## src/rtl/seg_scan_pkg.sv

```systemverilog
package seg_scan_pkg;

    localparam int NIBBLE_W  = 4;
    localparam int SEG_COUNT = 7;

    typedef logic [NIBBLE_W-1:0]  nibble_t;
    typedef logic [SEG_COUNT-1:0] seg_bits_t;

    // One shared cathode bus word: point plus seven segments, all active low.
    typedef struct packed {
        logic      dp_n;
        seg_bits_t seg_n;
    } cathode_t;

    localparam cathode_t CATHODE_DARK = '{dp_n: 1'b1, seg_n: '1};

    // Prescaler terminal count, never below two so the counter is real logic.
    function automatic int dwell_cycles(input int clk_hz, input int digit_hz);
        int q;
        q = clk_hz / digit_hz;
        return (q < 2) ? 2 : q;
    endfunction

    // Hex glyph, bit 6 = G down to bit 0 = A, a zero lights the segment.
    function automatic seg_bits_t glyph_low(input nibble_t v);
        seg_bits_t g;
        unique case (v)
            4'h0: g = 7'b1000000;
            4'h1: g = 7'b1111001;
            4'h2: g = 7'b0100100;
            4'h3: g = 7'b0110000;
            4'h4: g = 7'b0011001;
            4'h5: g = 7'b0010010;
            4'h6: g = 7'b0000010;
            4'h7: g = 7'b1111000;
            4'h8: g = 7'b0000000;
            4'h9: g = 7'b0010000;
            4'hA: g = 7'b0001000;
            4'hB: g = 7'b0000011;
            4'hC: g = 7'b1000110;
            4'hD: g = 7'b0100001;
            4'hE: g = 7'b0000110;
            default: g = 7'b0001110;
        endcase
        return g;
    endfunction

endpackage

```

## src/rtl/seg_scan_prescaler.sv

```systemverilog
module seg_scan_prescaler #(
    parameter int TICK_CNT = 100000
) (
    input  logic clk,
    input  logic rst,
    output logic tick
);
    localparam int CW = (TICK_CNT > 1) ? $clog2(TICK_CNT) : 1;
    localparam logic [CW-1:0] LAST = CW'(TICK_CNT - 1);

    logic [CW-1:0] cnt;

    always_ff @(posedge clk) begin
        if (rst) begin
            cnt <= '0;
        end else if (cnt == LAST) begin
            cnt <= '0;
        end else begin
            cnt <= cnt + 1'b1;
        end
    end

    assign tick = (cnt == LAST);
endmodule

```

## src/rtl/seg_scan_digit_sel.sv

```systemverilog
module seg_scan_digit_sel #(
    parameter int NUM_DIGITS = 4
) (
    input  logic                          clk,
    input  logic                          rst,
    input  logic                          tick,
    output logic [$clog2(NUM_DIGITS)-1:0] idx,
    output logic [NUM_DIGITS-1:0]         sel_oh
);
    localparam int IDX_W = $clog2(NUM_DIGITS);
    localparam logic [IDX_W-1:0] LAST_IDX = IDX_W'(NUM_DIGITS - 1);

    always_ff @(posedge clk) begin
        if (rst) begin
            idx <= '0;
        end else if (tick) begin
            idx <= (idx == LAST_IDX) ? '0 : idx + 1'b1;
        end
    end

    for (genvar g = 0; g < NUM_DIGITS; g++) begin : g_sel
        assign sel_oh[g] = (idx == IDX_W'(g));
    end
endmodule

```

## src/rtl/seg_scan_decoder.sv

```systemverilog
module seg_scan_decoder
    import seg_scan_pkg::*;
(
    input  nibble_t  nib,
    input  logic     dp_req,
    output cathode_t cath
);
    always_comb begin
        cath.seg_n = glyph_low(nib);
        cath.dp_n  = ~dp_req;
    end
endmodule

```

## src/rtl/seg_scan_top.sv

```systemverilog
module seg_scan_top
    import seg_scan_pkg::*;
#(
    parameter int CLK_HZ        = 100_000_000,
    parameter int SCAN_DIGIT_HZ = 1000,
    parameter int NUM_DIGITS    = 4
) (
    input  logic                           clk,
    input  logic                           rst,
    input  logic [NUM_DIGITS*NIBBLE_W-1:0] hex_digits,
    input  logic [NUM_DIGITS-1:0]          dp_flags,
    output logic [NUM_DIGITS-1:0]          digit_en_n,
    output logic [SEG_COUNT-1:0]           seg_n,
    output logic                           dp_n
);
    localparam int TICK_CNT = dwell_cycles(CLK_HZ, SCAN_DIGIT_HZ);
    localparam int IDX_W    = $clog2(NUM_DIGITS);

    logic                  tick;
    logic [IDX_W-1:0]      idx;
    logic [NUM_DIGITS-1:0] sel_oh;
    nibble_t               cur_nib;
    logic                  cur_dp;
    cathode_t              next_cath;
    cathode_t              cath_q;
    logic [NUM_DIGITS-1:0] en_n_q;

    seg_scan_prescaler #(.TICK_CNT(TICK_CNT)) u_presc (
        .clk  (clk),
        .rst  (rst),
        .tick (tick)
    );

    seg_scan_digit_sel #(.NUM_DIGITS(NUM_DIGITS)) u_sel (
        .clk    (clk),
        .rst    (rst),
        .tick   (tick),
        .idx    (idx),
        .sel_oh (sel_oh)
    );

    assign cur_nib = hex_digits[idx*NIBBLE_W +: NIBBLE_W];
    assign cur_dp  = dp_flags[idx];

    seg_scan_decoder u_dec (
        .nib    (cur_nib),
        .dp_req (cur_dp),
        .cath   (next_cath)
    );

    // Single output stage keeps enables and cathodes aligned to the same edge.
    always_ff @(posedge clk) begin
        if (rst) begin
            en_n_q <= '1;
            cath_q <= CATHODE_DARK;
        end else begin
            en_n_q <= ~sel_oh;
            cath_q <= next_cath;
        end
    end

    assign digit_en_n = en_n_q;
    assign seg_n      = cath_q.seg_n;
    assign dp_n       = cath_q.dp_n;
endmodule

```

## config.mk

```make
export PLATFORM = sky130hd
export DESIGN_NAME = seg_scan_top
export DESIGN_NICKNAME = d
export VERILOG_FILES = /design/src/rtl/seg_scan_pkg.sv /design/src/rtl/seg_scan_prescaler.sv /design/src/rtl/seg_scan_digit_sel.sv /design/src/rtl/seg_scan_decoder.sv /design/src/rtl/seg_scan_top.sv
export SDC_FILE = /design/constraint.sdc
export NUM_CORES = 1
export LEC_CHECK = 0
export ABC_CLOCK_PERIOD_IN_PS = 2700
export BUFFER_PORTS_ARGS = -buffer_cell sky130_fd_sc_hd__buf_2
export CAP_MARGIN = 5
export CORE_ASPECT_RATIO = 1.1
export CORE_UTILIZATION = 23
export DETAILED_ROUTE_END_ITERATION = 8
export HOLD_SLACK_MARGIN = 0.1
export PLACE_DENSITY = 0.39
export SYNTH_ARGS = -nofsm -noshare
export SYNTH_HDL_FRONTEND = slang
export SYNTH_SLANG_ARGS = --single-unit
```

## constraint.sdc

```tcl
create_clock -name clk -period 2.7 [get_ports clk]
set_input_delay 0.405 -clock clk [delete_from_list [all_inputs] [get_ports clk]]
set_output_delay 0.405 -clock clk [all_outputs]
set_load 0.02 [all_outputs]
```

# Yosys cells after proc, flatten, opt, wreduce, memory -nomap -nowiden
# Memories as Yosys holds them, arrays and structs flattened. A register that Yosys moved wholly into a read port is not among the register bits.
# Index checks and enable logic that the tools add are counted.
# word_totals
reg_bits	24
mem_bits_ro	112
input_bits	22
output_inout_bits	12
elab_cells	20
mem_count	1
# op_classes
add_sub_neg	2
magnitude_cmp	1
eq_ne	4
shifts	1
mux	3
bitwise	2
n_reduce_logical	2
# mem_list
name	depth	word_bits	rd	rd_clocked_by_memory_dff	wr	line	rtl
(name not given)	16	7	1	1	0	seg_scan_pkg.sv:27	unique case (v)
# ops
cell	count
$add 17x1->17 const B	1
$eq 17x17->1 const B	1
$shiftx 16x5->4	1
$eq 2x2->1 const B	2
$not 4->4	1
$lt 2x3->1 const B	1
$add 2x1->2 const B	1
$bmux 1 s2	1
$eq 2x1->1 const B	1
$logic_not 2->1	1
$mux 2	1
$reduce_or 2->1	1
$mux 1	1
$not 1->1	1

# Depth between registers and ports, before layout
# Gate-level depths: netlist of the first run.
# logic_depth
word_depth	3
ltp_mapped	7
ltp_nobuf	6

# Modules after synthesis
# A second synthesis of the first run with hierarchy kept.
# unflattened
cells_unflattened	164
hier_area_um2	1647.8
# by_module_without_submodules
module	instances	cells_each	area_each_um2	seq_area_each_um2
seg_scan_prescaler	1	88	797.0	340.3
seg_scan_top	1	31	442.9	240.2
seg_scan_decoder	1	33	279.0	0.0
seg_scan_digit_sel	1	12	128.9	40.0

# Worst setup path after synthesis of the first run
# OpenSTA, ideal clock, no wires.
# synth_path
kind	register -> register
start	register u_sel.idx[0]
end	register seg_n[3] (netlist name)
setup_time_ps	124
arrival_ps	1916
required_time_ps	2576
setup_slack_ps	660
path_stages_with_launch	7
n_path_buf	1
synth_period_minus_slack_ps	2040
cell_sequence	dfxtp_1 -> buf_6 -> mux4_1 -> ha_1 -> or2_2 -> a211oi_1 -> a31oi_1
# synth_between
elab_chain_len	1
# synth_rtl
element	line	rtl
from (decl)	seg_scan_digit_sel.sv:7	output logic [$clog2(NUM_DIGITS)-1:0] idx,
from (signal assigned)	seg_scan_digit_sel.sv:17	idx <= (idx == LAST_IDX) ? '0 : idx + 1'b1;
$shiftx 16x5->4	seg_scan_top.sv:42	assign cur_nib = hex_digits[idx*NIBBLE_W +: NIBBLE_W];
# Every way passes these cells.
# A chain may end at the register's enable or synchronous reset.

# Worst setup path in the final report of the first run
# layout_path
start	register u_sel.idx[0]
end	register seg_n[3] (netlist name)
# layout_between
elab_chain_len	1
# layout_rtl
element	line
$shiftx 16x5->4	seg_scan_top.sv:42
# Every way passes these cells.

==> metrics.md, run 1 <==
| Metric | Value |
|---|---|
| Status | finished, final reports clean |
| Clock sink count | 31 |
| Leading area contributor after synthesis | dfxtp_1 |
| Clk network pwr share | about two fifths |
| Total track usage | 10.7% |
| Switching power | ~230 µW |
| DIE HEIGHT | around 88 µm |
| Critical Path Start Type | register |
| CTS max path bufs | 2 |
| Number of routed nets with antenna violations | 0 |
| Post-synth top area share | 40.0% |
| Core region area | 6560 µm² |
| Ports | 34 |
| Power per cell area | 497 nW/µm² |
| FF+latch count, synth | 31 |
| # resized after CTS | 0 |
| Post-synth top flop | dfxtp_1 |
| RSZ-0062 raised after global routing | false |
| # DRC | 0 |
| Sw Ratio | between 20% and 30% |
| Final Cycle Share | 77.7% |
| Die W | 80.3 µm |
| Setup CP Type | reg2reg |
| Xor/xnor cell area share of the yosys netlist | 5.64% |
| DR vias | 1236 |
| Adder-cell share of the synthesized area | between 8 and 9% |
| Cts hold-fix bufs | 0 |
| Initial DRT Pass Iterations | 4 |
| Crit Path Max Fanout | 5 |
| Seq pwr share | 51.4% |
| Combinational Power Share | between 10% and 20% |
| WP data required | 2.85 ns |
| Area after DPL | 1790 µm² |
| Clk slew on worst S/H paths | around 0.07 ns |
| Count of final setup violators | 0 |
| DR vias/cell | 4.51 |
| Root Buffer | clkbuf_8 |
| Final hold vios | 0 |
| Overall die area | 7080 µm² |
| F_max | 477 MHz |
| Leak pwr | roughly 0.76 nW |
| Post-synth EDFFs | 0 |
| Number of core rows | 31 |
| Later-pin clock latency in the skew report | 0.28 ns |
| Diodes inserted | 0 |
| Critical Path AT | 2.25 ns |
| Final-layout fill cell count | 703 |
| Min Tclk post-route | roughly 2.1 ns |
| WL/cell | between 10 and 15 µm |
| Post-Syn Area | 1550 µm² |
| Final Instance Area | 1870 µm² |
| Final Skew | 0.00557 ns |
| CTS tree | done |
| Layout net count | approximately 220 |
| Global-route wire length before repair | roughly 5.7 mm |
| Congestion Overflow GR | 0 |
| Vias in the first global route | 1199 |
| Post-synthesis cell count | 157 |
| Simple-gate share of the synthesized area | between 10% and 20% |
| Top-count cell post-synth | dfxtp_1 |
| Post-Syn Nets | 190 |
| Slew margin rel. | 69.9% |
| Clock buffer count from CTS | 5 |
| Synth top area cells | dfxtp_1 40%, ha_1 8.9%, mux4_1 5.1%, xor2_1 5.1%, nand2_1 4.1% |
| Pins Over Slew Limit | 0 |
| Max cap viols | 0 |
| Synth Area in Compound Gates | 9.75% |
| H-tree levels | 2 |
| Starting Density | 23.7% |
| Avg Inst Size Synth | 9.89 µm² |
| Pin count of the biggest net entering global routing | 15 |
| Worst Hold Class | in2reg |
| Cell-internal power | 694 µW |
| Async set or reset register ratio after synthesis | 0% |
| # port buffers | 33 |
| Iteration-0 DRC Markers | 26 |
| Synth cell types | 43 |
| Layout cells sized above 1 | around a quarter |
| Routability cong. | approximately 0.73 |
| Post-synthesis mux area share | 11.6% |
| Commonest cells post-synth | 31 x dfxtp_1, 17 x nand2_1, 13 x nor2_1 |
| Main combinational cell family by area after synthesis | simple AND/OR/NAND/NOR gates |
| Tightest Pin Transition | ~0.45 ns |
| Fin util | 28.5% |
| Max VDD drop | 0.000157 V |
| Warnings from Yosys | 0 |
| Setup TNS | 0 ns |
| DPL Wire Length | approximately 2.5 mm |
| Total Wirelength | 3.31 mm |
| Layout area overhead | 20.5% |
| Initial antenna violation count | 0 |
| Post-synthesis sequential area ratio | between 30% and 40% |
| Setup Fix Bufs, Post-CTS | 0 |
| Worst Setup End Kind | register |
layer usage:
metal	track usage [%]	wire (µm)
met5	0	0
met1	12.3	1510
met3	3.54	153
met2	18.1	1580
met4	4.71	69
kinds of logic (layout without fill, tap and decap cells):
group	Yosys count	after routing
mux	10	10
simple gates	59	59
fa+ha+maj	11	11
compound gates	22	22
flops	31	31
xor+xnor	10	10
buf+inv	14	49
worst max-delay path, stage by stage (launching register included):
cell and delay, ns:
dfxtp_1 0.42, mux4_1 0.68, ha_1 0.28, or2_2 0.31, a211oi_1 0.23, a31oi_1 0.06
layout make-up:
cell class                 count  area [µm²]  area share (%)
multi-input combinational    112         860            46.0
sequential                    31         621            33.2
timing repair buffer          35         180            9.63
tap                           82         103            5.48
clock buffer                   6        72.6            3.88
inverter                       6        22.5            1.20
clock inverter                 2        12.5           0.669
path summary, 6_finish.rpt:
path	startpoint	to	slack (ns)	cells past startpoint
worst max-delay path	u_sel.idx[0]	seg_n[3]	0.60	5
worst min-delay path	rst	u_presc.cnt[2]	0.38	2
worst max register to register	u_sel.idx[0]	seg_n[3]	0.60	5
worst min register to register	u_presc.cnt[0]	u_presc.cnt[0]	0.44	1
cell usage in the layout (no fill, tap or decap), drive strengths merged, types with 2 or more instances in the layout:
master,n
xor2,9
or3,4
mux2,2
or2,2
inv,6
nand4,8
clkbuf,6
mux4,5
o221ai,2
and3,4
dfxtp,31
nand2,17
o21ai,4
buf,35
o211ai,3
mux2i,3
ha,11
nand3,3
a21oi,6
nor2,13
through the flow:
stage          worst slack [ns]  hold slack, ns  cells  power, mW
2_1_floorplan             0.660           0.413    157      0.550
3_3_place_gp              0.619           0.433    266      0.587
3_5_place_dp              0.589           0.432    266      0.587
4_1_cts                   0.596           0.366    274      0.948
5_1_grt                   0.481           0.377    274      0.983
6_report                  0.603           0.378    274      0.929
sequential cells by signal, summed over array words and instances, names as in the netlist:
name / cells
digit_en_n: 4
seg_n: 7
u_sel.idx: 2
dp_n: 1
u_presc.cnt: 17
power groups by stage:
stage / Combinational (mW) / Clock [mW] / Sequential [mW]
after floorplan: 0.0500 / 0 / 0.500
after global placement: 0.0994 / 0 / 0.487
after detailed placement: 0.0991 / 0 / 0.487
after CTS: 0.0991 / 0.371 / 0.477
after global routing: 0.109 / 0.396 / 0.479
final: 0.0969 / 0.355 / 0.477
Power figures use the tool's default switching activity.
==> inputs of run 2 (changes only) <==
--- a/config.mk
+++ b/config.mk
@@ -5,7 +5,7 @@
 export SDC_FILE = /design/constraint.sdc
 export NUM_CORES = 1
 export LEC_CHECK = 0
-export ABC_CLOCK_PERIOD_IN_PS = 2700
+export ABC_CLOCK_PERIOD_IN_PS = 2200
 export BUFFER_PORTS_ARGS = -buffer_cell sky130_fd_sc_hd__buf_2
 export CAP_MARGIN = 5
 export CORE_ASPECT_RATIO = 1.1
==> constraint.sdc (replaced) <==
create_clock -name clk -period 2.2 [get_ports clk]
set_input_delay 0.33 -clock clk [delete_from_list [all_inputs] [get_ports clk]]
set_output_delay 0.33 -clock clk [all_outputs]
set_load 0.02 [all_outputs]
==> metrics.md, run 2 (synthesized netlist as in run 1, its figures left out) <==
| Metric | Value |
|---|---|
| Final hold vios | 0 (unchanged) |
| Total track usage | 10.4% (was 10.7%) |
| Area after DPL | 1840 µm² (was 1790 µm²) |
| Diodes inserted | 0 (unchanged) |
| Setup CP Type | reg2reg (unchanged) |
| Worst Setup End Kind | register (unchanged) |
| Later-pin clock latency in the skew report | 0.28 ns (about the same) |
| Layout cells sized above 1 | 28.9% (was 26.0%) |
| Crit Path Max Fanout | 12 (was 5) |
| Routability cong. | 0.747 (was 0.733) |
| Final Skew | 0.00746 ns (was 0.00557 ns) |
| CTS tree | done (unchanged) |
| H-tree levels | 2 (unchanged) |
| DR vias | 1234 (was 1236) |
| Initial antenna violation count | 0 (unchanged) |
| DPL Wire Length | 2.48 mm (about the same) |
| Clk slew on worst S/H paths | 0.07 ns (about the same) |
| Worst Reg-to-Reg Cells | 5 (unchanged) |
| Overall die area | 7080 µm² (unchanged) |
| Leak pwr | 0.807 nW (was 0.760 nW) |
| Final Cycle Share | 91.9% (was 77.7%) |
| Pins Over Slew Limit | 0 (unchanged) |
| Min Tclk post-route | 2.02 ns (was 2.10 ns) |
| F_max | 494 MHz (was 477 MHz) |
| Critical Path AT | 2.19 ns (was 2.25 ns) |
| DIE HEIGHT | 88.2 µm (unchanged) |
| Count of final setup violators | 0 (unchanged) |
| Critical Path Start Type | register (unchanged) |
| Final-layout fill cell count | 687 (was 703) |
| Die W | 80.3 µm (unchanged) |
| Congestion Overflow GR | 0 (unchanged) |
| Iteration-0 DRC Markers | 15 (was 26) |
| Number of flip-flops in the largest register | 17 (unchanged) |
| Number of core rows | 31 (unchanged) |
| WP data required | 2.36 ns (was 2.85 ns) |
| Clock buffer count from CTS | 5 (unchanged) |
| Status | finished, final reports clean (unchanged) |
| RSZ-0062 raised after global routing | false (unchanged) |
| Layout area overhead | 25.5% (was 20.5%) |
| DR vias/cell | 4.42 (was 4.51) |
| Cts hold-fix bufs | 0 (unchanged) |
| Initial DRT Pass Iterations | 4 (unchanged) |
| Tightest Pin Transition | 0.368 ns (was 0.450 ns) |
| Pin count of the biggest net entering global routing | 14 (was 15) |
| Global-route wire length before repair | 5.62 mm (was 5.70 mm) |
| Clock sink count | 31 (unchanged) |
| Worst Hold Class | in2reg (unchanged) |
| WL/cell | 11.9 µm (was 12.1 µm) |
| Commonest cells after routing, fill and taps aside | 33 x buf_2, 31 x dfxtp_1, 17 x nand2_1 (unchanged) |
| Max VDD drop | 0.000220 V (was 0.000157 V) |
| # DRC | 0 (unchanged) |
| Slew margin rel. | 75.1% (was 69.9%) |
| Final Instance Area | 1950 µm² (was 1870 µm²) |
| Layout net count | 229 (was 224) |
| Setup TNS | 0 ns (unchanged) |
| Vias in the first global route | 1239 (was 1199) |
| Core region area | 6560 µm² (unchanged) |
| Power per cell area | 667 nW/µm² (was 497 nW/µm²) |
| Commonest non-fill, non-tap cell in the layout | buf_2 (unchanged) |
| # port buffers | 33 (unchanged) |
| Starting Density | 23.7% (unchanged) |
| CTS max path bufs | 2 (unchanged) |
| Number of routed nets with antenna violations | 0 (unchanged) |
| Total Wirelength | 3.33 mm (was 3.31 mm) |
| Top register by number of flip-flops | u_presc.cnt (unchanged) |
| Max cap viols | 0 (unchanged) |
| Hold depth | 2 (unchanged) |
| Root Buffer | clkbuf_8 (unchanged) |
| Ports | 34 (unchanged) |
[run 2: worst paths after layout]
| check | from | endpoint | slack, ns |
|---|---|---|---|
| setup / recovery | u_sel.idx[0] | seg_n[3] | 0.18 |
| hold reg to reg | u_presc.cnt[0] | u_presc.cnt[0] | 0.45 |
| hold / removal | rst | u_presc.cnt[2] | 0.30 |
| setup reg to reg | u_sel.idx[0] | seg_n[3] | 0.18 |
[run 2: power by group]
| part | switching (mW) | leakage (nW) | internal, mW |
|---|---|---|---|
| Combinational | 0.0674 | 0.492 | 0.0565 |
| Clock | 0.226 | 0.0612 | 0.367 |
| Sequential | 0.00591 | 0.254 | 0.578 |
| Total | 0.300 | 0.807 | 1.00 |
[run 2: layout make-up]
type                            count  area [µm²]  share of cell area, %
Timing Repair Buffer               40         230                   11.8
Multi-Input combinational cell    112         856                   43.9
Inverter                            6        22.5                   1.16
Clock inverter                      2        35.0                   1.80
Sequential cell                    31         621                   31.8
Tap cell                           82         103                   5.26
Clock buffer                        6        82.6                   4.24
[run 2: what timing repair did]
item | 4_1_cts | 5_1_grt
endpoints found under the setup margin | 0 | 1
resized for setup | 0 | 1
setup buffers | 0 | 0
[run 2: through the flow]
stage	util, %	setup WS [ns]	hold slack [ns]	total power, mW	std cells
2_1_floorplan	-	0.160	0.399	0.675	157
3_3_place_gp	28.0	0.150	0.431	0.725	271
3_5_place_dp	28.0	0.108	0.437	0.723	271
4_1_cts	29.8	0.0860	0.296	1.32	279
5_1_grt	29.7	0.0587	0.313	1.36	279
6_report	29.7	0.177	0.302	1.30	279
[run 2: critical path: stages (launching register included)]
cell and delay [ns]:
dfxtp_1 0.44, buf_4 0.20, mux4_2 0.65, or2_2 0.32, a211oi_1 0.24, a31oi_1 0.06
[run 2: metal layers]
layer | global-route usage (%) | up-vias | wire [µm]
met5 | 0 | - | 0
met4 | 3.90 | 0 | 21
met3 | 3.23 | 2 | 187
met2 | 17.8 | 40 | 1620
met1 | 12.2 | 557 | 1500
li1 | - | 635 | -
==> inputs of run 3 (changes only) <==
--- a/config.mk
+++ b/config.mk
@@ -5,7 +5,7 @@
 export SDC_FILE = /design/constraint.sdc
 export NUM_CORES = 1
 export LEC_CHECK = 0
-export ABC_CLOCK_PERIOD_IN_PS = 2200
+export ABC_CLOCK_PERIOD_IN_PS = 2080
 export BUFFER_PORTS_ARGS = -buffer_cell sky130_fd_sc_hd__buf_2
 export CAP_MARGIN = 5
 export CORE_ASPECT_RATIO = 1.1
==> constraint.sdc (replaced) <==
create_clock -name clk -period 2.08 [get_ports clk]
set_input_delay 0.312 -clock clk [delete_from_list [all_inputs] [get_ports clk]]
set_output_delay 0.312 -clock clk [all_outputs]
set_load 0.02 [all_outputs]
==> metrics.md, run 3 (synthesized netlist as in run 1, its figures left out) <==
| Metric | Value |
|---|---|
| Initial antenna violation count | 0 (unchanged) |
| Cell family with most CP delay | multiplexers (unchanged) |
| DPL Wire Length | 2.52 mm (was 2.48 mm) |
| Setup Fix Bufs, Post-CTS | 0 (unchanged) |
| DIE HEIGHT | 88.2 µm (unchanged) |
| Routability cong. | 0.777 (was 0.747) |
| CTS tree | done (unchanged) |
| Number of core rows | 31 (unchanged) |
| Ports | 34 (unchanged) |
| Number of routed nets with antenna violations | 0 (unchanged) |
| DR vias/cell | 4.49 (was 4.42) |
| Congestion Overflow GR | 0 (unchanged) |
| Pre-CTS setup slack | 0.00283 ns (was 0.108 ns) |
| Max cap viols | 0 (unchanged) |
| Number of flip-flops in the largest register | 17 (unchanged) |
| Status | finished, final reports clean (unchanged) |
| CP Cell Sequence | mux4_1 > inv_1 > ha_1 > o211ai_1 > o211ai_1 (was buf_4 > mux4_2 > or2_2 > a211oi_1 > a31oi_1) |
| Total track usage | 10.7% (was 10.4%) |
| Overall die area | 7080 µm² (unchanged) |
| Diodes inserted | 0 (unchanged) |
| Most frequent cell on the critical path | o211ai_1 |
| H-tree levels | 2 (unchanged) |
| Final Skew | 0.00261 ns (was 0.00746 ns) |
| Tightest Pin Transition | 0.414 ns (was 0.368 ns) |
| Core region area | 6560 µm² (unchanged) |
| Root Buffer | clkbuf_8 (unchanged) |
| RSZ-0062 raised after global routing | false (unchanged) |
| Commonest cells after routing, fill and taps aside | 33 x buf_2, 30 x dfxtp_1, 17 x nand2_1 (was 33 x buf_2, 31 x dfxtp_1, 17 x nand2_1) |
| Initial DRT Pass Iterations | 3 (was 4) |
| Slowest cell on the critical path | mux4_1 (was mux4_2) |
| Final Cycle Share | 92.3% (was 91.9%) |
| Power per cell area | 660 nW/µm² (was 667 nW/µm²) |
| Clock buffer count from CTS | 5 (unchanged) |
| WL/cell | 11.7 µm (was 11.9 µm) |
| Total Wirelength | 3.28 mm (was 3.33 mm) |
| Pin count of the biggest net entering global routing | 15 (was 14) |
| Count of final setup violators | 0 (unchanged) |
| # DRC | 0 (unchanged) |
| DR vias | 1262 (was 1234) |
| Commonest non-fill, non-tap cell in the layout | buf_2 (unchanged) |
| Min Tclk post-route | 1.92 ns (was 2.02 ns) |
| Final Power | 1.28 mW (was 1.30 mW) |
| Area after DPL | 1840 µm² (about the same) |
| Worst setup margin | 0.160 ns (was 0.177 ns) |
| Clock sink count | 31 (unchanged) |
| Clk slew on worst S/H paths | 0.07 ns (about the same) |
| # port buffers | 33 (unchanged) |
| Final-layout fill cell count | 700 (was 687) |
| Critical Path AT | 2.06 ns (was 2.19 ns) |
| Worst Hold Class | in2reg (unchanged) |
| Final hold slack | 0.292 ns (was 0.302 ns) |
| Global-route wire length before repair | 5.71 mm (was 5.62 mm) |
| Final Instance Area | 1940 µm² (was 1950 µm²) |
| Fin util | 29.5% (was 29.7%) |
| Pins Over Slew Limit | 0 (unchanged) |
| Iteration-0 DRC Markers | 26 (was 15) |
| Slew margin rel. | 72.4% (was 75.1%) |
| Vias in the first global route | 1264 (was 1239) |
| Worst Setup End Kind | register (unchanged) |
| Bufs and invs on worst path | 1 (unchanged) |
| Crit Path Max Fanout | 5 (was 12) |
| FF-to-FF setup slack | 0.16 ns (was 0.18 ns) |
| Layout net count | 231 (was 229) |
| Final hold vios | 0 (unchanged) |
| CP peak stage delay | 0.67 ns (was 0.65 ns) |
| CTS max path bufs | 2 (unchanged) |
| Final non-filler cell total | 281 (was 279) |
| Max VDD drop | 0.000180 V (was 0.000220 V) |
| WP data required | 2.22 ns (was 2.36 ns) |
| Setup TNS | 0 ns (unchanged) |
| Critical Path Start Type | register (unchanged) |
| Cts hold-fix bufs | 0 (unchanged) |
| Layout cells sized above 1 | 29.6% (was 28.9%) |
| Layout area overhead | 24.7% (was 25.5%) |
| Starting Density | 23.7% (unchanged) |
| Leak pwr | 0.803 nW (was 0.807 nW) |
| F_max | 521 MHz (was 494 MHz) |
| Dpl cells | 273 (was 271) |
| Later-pin clock latency in the skew report | 0.28 ns (about the same) |
| Die W | 80.3 µm (unchanged) |
| Top register by number of flip-flops | u_presc.cnt (unchanged) |
| Setup CP Type | reg2reg (unchanged) |
-- run 3: report_power, final --
group / internal, mW / switching (mW)
Combinational: 0.0596 / 0.0700
Clock: 0.302 / 0.227
Sequential: 0.612 / 0.00683
-- run 3: repair_timing --
item	CTS	global route
gates cloned	0	0
setup endpoints to repair	1	5
gates resized for setup	1	1
-- run 3: layout make-up --
cell class,instances,area [µm²],share of cell area (%)
inverter,6,22.5,1.16
multi-input combinational,112,856,44.2
clock buffer,8,100,5.17
timing repair buffer,42,233,12.0
tap,82,103,5.30
sequential,31,622,32.1
-- run 3: per-layer routing --
metal	wire, µm	track usage [%]	up-vias	share of wire (%)
li1	-	-	641	-
met1	1530	12.4	586	47
met2	1570	17.9	31	48
met4	51	4.87	0	1.6
met3	132	3.23	4	4.0
met5	0	0	-	0
-- run 3: final timing paths --
check,startpoint,end,depth (start not counted)
worst max-delay path,u_sel.idx[0],seg_n[1],5
worst min-delay path,rst,u_presc.cnt[2],2
worst max register to register,u_sel.idx[0],seg_n[1],5
worst min register to register,u_presc.cnt[0],u_presc.cnt[0],1
